File: config.mk
export PLATFORM = sky130hd
export DESIGN_NAME = phase_bit_extractor
export DESIGN_NICKNAME = d
export VERILOG_FILES = /design/src/rtl/pbx_pkg.sv /design/src/rtl/pbx_tap_sync.sv /design/src/rtl/pbx_chan_counter.sv /design/src/rtl/pbx_merge.sv /design/src/rtl/phase_bit_extractor.sv
export SDC_FILE = /design/constraint.sdc
export NUM_CORES = 1
export LEC_CHECK = 0
export CORE_MARGIN = 4
export CORE_UTILIZATION = 40
export DETAILED_ROUTE_END_ITERATION = 8
export PLACE_DENSITY_LB_ADDON = 0.15
export SYNTH_ARGS = -nofsm -noshare
export SYNTH_HDL_FRONTEND = slang
export SYNTH_SLANG_ARGS = --single-unit
File: constraint.sdc
create_clock -name clk -period 3.8 [get_ports clk]
set_clock_uncertainty 0.05 [all_clocks]
set_input_delay 0.57 -clock clk [delete_from_list [all_inputs] [get_ports clk]]
set_output_delay 0.57 -clock clk [all_outputs]
set_load 0.02 [all_outputs]
File: src/rtl/pbx_pkg.sv
package pbx_pkg;
  localparam int unsigned MAX_CH = 9;

  typedef enum logic [1:0] {
    CH_TWO   = 2'd0,
    CH_THREE = 2'd1,
    CH_SIX   = 2'd2,
    CH_NINE  = 2'd3
  } ch_mode_e;

  function automatic logic [MAX_CH-1:0] active_mask(input ch_mode_e mode);
    int unsigned n;
    logic [MAX_CH-1:0] mask;
    unique case (mode)
      CH_TWO:   n = 2;
      CH_THREE: n = 3;
      CH_SIX:   n = 6;
      default:  n = 9;
    endcase
    for (int unsigned i = 0; i < MAX_CH; i++) mask[i] = (i < n);
    return mask;
  endfunction
endpackage

File: src/rtl/pbx_tap_sync.sv
module pbx_tap_sync #(
  parameter int unsigned WIDTH = 10
) (
  input  logic             clk,
  input  logic             rst_n,
  input  logic [WIDTH-1:0] raw_i,
  output logic [WIDTH-1:0] sync_o
);
  logic [WIDTH-1:0] stage1_q;
  logic [WIDTH-1:0] stage2_q;

  always_ff @(posedge clk or negedge rst_n) begin
    if (!rst_n) begin
      stage1_q <= '0;
      stage2_q <= '0;
    end else begin
      stage1_q <= raw_i;
      stage2_q <= stage1_q;
    end
  end

  assign sync_o = stage2_q;
endmodule

File: src/rtl/pbx_chan_counter.sv
module pbx_chan_counter #(
  parameter int unsigned CNT_W = 8
) (
  input  logic             clk,
  input  logic             rst_n,
  input  logic             active_i,
  input  logic             gate_i,
  output logic [CNT_W-1:0] count_o,
  output logic             cap_o,
  output logic             cap_bit_o
);
  logic             gate_q;
  logic [CNT_W-1:0] cnt_q;
  logic [CNT_W-1:0] cnt_d;
  logic             gate_d;
  logic             cnt_en;

  always_comb begin
    gate_d = active_i & gate_i;
    cnt_en = 1'b1;
    cnt_d  = cnt_q;
    if (!active_i) begin
      cnt_d = '0;
    end else if (gate_i && !gate_q) begin
      cnt_d = {{(CNT_W-1){1'b0}}, 1'b1};
    end else if (gate_i) begin
      cnt_d = cnt_q + 1'b1;
    end else begin
      cnt_en = 1'b0;
    end
  end

  always_ff @(posedge clk or negedge rst_n) begin
    if (!rst_n) begin
      gate_q <= 1'b0;
      cnt_q  <= '0;
    end else begin
      gate_q <= gate_d;
      if (cnt_en) cnt_q <= cnt_d;
    end
  end

  assign cap_o     = active_i & gate_q & ~gate_i;
  assign cap_bit_o = cnt_q[0];
  assign count_o   = cnt_q;
endmodule

File: src/rtl/pbx_merge.sv
module pbx_merge #(
  parameter int unsigned N = 9
) (
  input  logic         clk,
  input  logic         rst_n,
  input  logic [N-1:0] active_i,
  input  logic [N-1:0] cap_i,
  input  logic [N-1:0] cap_bit_i,
  output logic [N-1:0] grant_o,
  output logic         bit_o,
  output logic         valid_o,
  output logic         overrun_o
);
  logic [N-1:0] pend_q, pend_d;
  logic [N-1:0] val_q, val_d;
  logic [N-1:0] grant;
  logic         bit_d, valid_d, ovf_d;
  logic         bit_q, valid_q, ovf_q;
  logic         found;

  always_comb begin
    grant = '0;
    found = 1'b0;
    for (int unsigned i = 0; i < N; i++) begin
      if (pend_q[i] && !found) begin
        grant[i] = 1'b1;
        found    = 1'b1;
      end
    end
    valid_d = found;
    bit_d   = |(grant & val_q);
    pend_d  = pend_q & ~grant;
    val_d   = val_q;
    for (int unsigned i = 0; i < N; i++) begin
      if (cap_i[i]) begin
        pend_d[i] = 1'b1;
        val_d[i]  = cap_bit_i[i];
      end
    end
    pend_d = pend_d & active_i;
    ovf_d  = ovf_q | (|(cap_i & pend_q & ~grant));
  end

  always_ff @(posedge clk or negedge rst_n) begin
    if (!rst_n) begin
      pend_q  <= '0;
      val_q   <= '0;
      bit_q   <= 1'b0;
      valid_q <= 1'b0;
      ovf_q   <= 1'b0;
    end else begin
      pend_q  <= pend_d;
      val_q   <= val_d;
      bit_q   <= bit_d;
      valid_q <= valid_d;
      ovf_q   <= ovf_d;
    end
  end

  assign grant_o   = grant;
  assign bit_o     = bit_q;
  assign valid_o   = valid_q;
  assign overrun_o = ovf_q;
endmodule

File: src/rtl/phase_bit_extractor.sv
module phase_bit_extractor
  import pbx_pkg::*;
#(
  parameter int unsigned CH_MAX = MAX_CH,
  parameter int unsigned CNT_W  = 8,
  localparam int unsigned NTAP  = CH_MAX + 1
) (
  input  logic            clk,
  input  logic            rst_n,
  input  logic [NTAP-1:0] tap_i,
  input  logic [1:0]      mode_i,
  output logic            bit_o,
  output logic            bit_valid_o,
  output logic            overrun_o
);
  logic [NTAP-1:0]   tap_s;
  logic [CH_MAX-1:0] gate_w;
  logic [CH_MAX-1:0] chan_en;
  logic [CH_MAX-1:0] cap_w;
  logic [CH_MAX-1:0] cap_bit_w;
  logic [CH_MAX-1:0] grant_w;
  logic [CNT_W-1:0]  cnt_w [CH_MAX];
  logic [MAX_CH-1:0] mask_full;

  assign mask_full = active_mask(ch_mode_e'(mode_i));

  pbx_tap_sync #(.WIDTH(NTAP)) u_sync (
    .clk    (clk),
    .rst_n  (rst_n),
    .raw_i  (tap_i),
    .sync_o (tap_s)
  );

  for (genvar g = 0; g < CH_MAX; g++) begin : g_chan
    if (g < MAX_CH) begin : g_on
      assign chan_en[g] = mask_full[g];
    end else begin : g_off
      assign chan_en[g] = 1'b0;
    end
    assign gate_w[g] = tap_s[g] ^ tap_s[g+1];

    pbx_chan_counter #(.CNT_W(CNT_W)) u_cnt (
      .clk       (clk),
      .rst_n     (rst_n),
      .active_i  (chan_en[g]),
      .gate_i    (gate_w[g]),
      .count_o   (cnt_w[g]),
      .cap_o     (cap_w[g]),
      .cap_bit_o (cap_bit_w[g])
    );
  end

  pbx_merge #(.N(CH_MAX)) u_merge (
    .clk       (clk),
    .rst_n     (rst_n),
    .active_i  (chan_en),
    .cap_i     (cap_w),
    .cap_bit_i (cap_bit_w),
    .grant_o   (grant_w),
    .bit_o     (bit_o),
    .valid_o   (bit_valid_o),
    .overrun_o (overrun_o)
  );
endmodule

==> results.ini <==
[outcome]
status=finished, final reports clean

[placed_design]
port_buffers=16
post-place-cells=271
dpl_cell_area_mm2=0.00251
gp_congestion=0.774
hpwlAfterDp_um=2600
dp_slack_ps=1390

[worst_setup_path]
crit_arrival_ps=2260
path_max_fanout=17
required_ps=3960
r2r-start=u_merge.pend_q[1]
critPathKind=input pin to register
startpoint_type=input pin
rr_endpoint=u_merge.overrun_o
r2r_cells=5
cp-end-kind=register
r2r_setup_slack_ps=1990

[timing]
hold_viol=0
slew_viol_final=0
hold_ws_ps=196
fmax_ghz=0.475
tns_ps=0
fin_ws_ps=1690
setup_viol=0
rsz0062_at_grt=no
slew_headroom_pct=60.5
finalCriticalPeriod_ps=2110
tightestPinTransition_ps=593
timing.final.crit_share_pct=55.4

[grt]
antenna_found_initial=0
grt_pass1_wl_um=6380
grtUsageMet3_pct=4.46
use_met2_pct=16.5
grt_max_degree=34
busiest_layer=met2
grt.total_usage_pct=11.7
overflow=0
first_global_vias=1399
met1_usage_pct=15.5

[floorplan]
ios=17
die_x_um=83.2
fp.coreArea_mm2=0.00551
start_util_pct=41.1
die_h_um=83.2
dieArea_mm2=0.00693
rows=27

[clock_network]
root_buffer=clkbuf_8
clkSinkCount=59
cts_tree=built
cts_hold_buffers=0
cts_resized=0
cts_buffer_depth=2
cts_setup_buffers=0
numCtsBuffers=9
htreeDepth=3
insertion_delay_ps=320
cts.clk_slew.worst_paths_ps=60

[routing]
drc=0
drtIter0Drc=101
ant_nets=0
num_vias=1409
wl_per_cell_um=12.8
dr.pass1.iters=4
wirelength_um=3680
vias_per_cell=4.91

[synthesis]
avgSynthCellArea_um2=12.3
yosysSeqAreaShare_pct=65.2
synthCells=184
syn_area_mm2=0.00226
syn_nets=198
yosysWarnings=0
ys_ff_latch=59
synth.distinct_cells=36

[hold_path]
hold_class=input pin to asynchronous set/reset pin

[cells_and_area]
drive_gt1_share_pct=14.0
regArea_mm2=0.00148
final_util_pct=49.9
final_cells=287
finalInstanceArea_mm2=0.00275
area_delta_synth_final_pct=21.4
nets=224
antenna_cells=0
multi_input_comb_area_um2=763
fillers=496

[power_and_ir_drop]
vdd_drop_max_mv=0.264
power.density_mw_per_mm2=588
power_mw=1.62
power.leakage_nw=1.21

[job]
drv_cap=0

## final cells by class
type                    count  area share, %
flip-flops and latches     59           53.7
multi-input cells         119           27.8
repair buffers             17           5.92
clock buffers              11           5.14
clock inverters             5           3.64
well taps                  72           3.28
inverters                   4          0.546
## worst max-delay path by stage
stage	slack, ps	cells after the start	startpoint	endpoint
6_report	1690	4	mode_i[1]	u_merge.val_q[8]
4_1_cts	1730	4	mode_i[1]	u_merge.val_q[8]
3_3_place_gp	1430	4	mode_i[1]	u_merge.val_q[8]
3_5_place_dp	1390	4	mode_i[1]	u_merge.val_q[8]
2_1_floorplan	2130	5	u_merge.pend_q[1]	u_merge.overrun_o
5_1_grt	1620	4	mode_i[1]	u_merge.val_q[8]
## cells by family after synthesis
kind of cell | share of synthesized area (%)
AOI/OAI and AO/OA | 10.6
xor gates and xnor gates | 4.26
buffers and inverters | 1.05
DFF | 65.2
muxes | 4.81
and+or+nand+nor | 14.0
## where the power goes
group | total [mW] | switching (mW) | internal, mW
clock | 0.675 | 0.224 | 0.451
sequential | 0.755 | 0.0539 | 0.701
combinational | 0.186 | 0.0901 | 0.0956
## synthesized netlist by cell type (all sizes together)
library cell | n | area (um2)
nor3 | 1 | 5.00
and2 | 4 | 25.0
nand2 | 21 | 78.8
xor2 | 5 | 43.8
or4 | 1 | 11.3
nor2 | 15 | 56.3
o41ai | 1 | 16.3
nor4 | 1 | 21.3
buf | 1 | 5.00
o31ai | 1 | 7.51
nand3b | 1 | 7.51
xnor2 | 6 | 52.6
a31oi | 1 | 6.26
a221oi | 1 | 8.76
a311oi | 1 | 8.76
o21a | 3 | 22.5
nand3 | 9 | 45.0
clkbuf | 1 | 3.75
or2b | 1 | 7.51
mux2 | 7 | 78.8
o21ai | 9 | 45.0
a31o | 2 | 17.5
and3 | 2 | 12.5
mux2i | 3 | 30.0
dfrtp | 59 | 1480
a21oi | 9 | 45.0
or3 | 1 | 7.51
a22oi | 1 | 7.51
nand4 | 3 | 18.8
inv | 4 | 15.0
o211a | 4 | 40.0
or2 | 1 | 6.26
a21boi | 2 | 15.0
nand2b | 2 | 15.0
## cell usage in the layout, fill, tap and decap left out, types with 2 or more instances in the layout
cell             netlist  final
mux2i_1                3      3
clkinv_2               0      2
a21oi_1                9      9
clkdlybuf4s50_1        0     15
and2_1                 4      4
dfrtp_1               59     59
o21ai_0                9      9
o21a_1                 3      3
clkbuf_8               0     10
bufinv_16              0      3
and3_1                 2      2
o211a_1                4      4
a21boi_0               2      2
nand2_1               21     21
xnor2_1                6      6
xor2_1                 5      5
nor2_1                15     15
nand3_1                9      9
mux2_2                 7      7
nand4_1                3      3
inv_1                  4      4
## per-layer routing
metal,share of wire (%),vias up
met3,4.3,4
met2,42,30
met1,52,684
met4,1.2,0
met5,0,-
li1,-,691
## flip-flops by register name (all words and copies together), names as in the netlist
| name | count |
|---|---|
| u_sync.stage1_q | 10 |
| u_sync.sync_o | 10 |
| g_chan.u_cnt.count_o | 9 |
| g_chan.u_cnt.gate_q | 9 |
| u_merge.pend_q | 9 |
| u_merge.val_q | 9 |
| u_merge.bit_o | 1 |
| u_merge.overrun_o | 1 |
| u_merge.valid_o | 1 |
## critical path, stage by stage
cell	delay [ps]
clkdlybuf4s50_1	810
and2_1	290
and3_1	240
mux2_2	340
No activity file was read; power rests on OpenSTA's default activity.
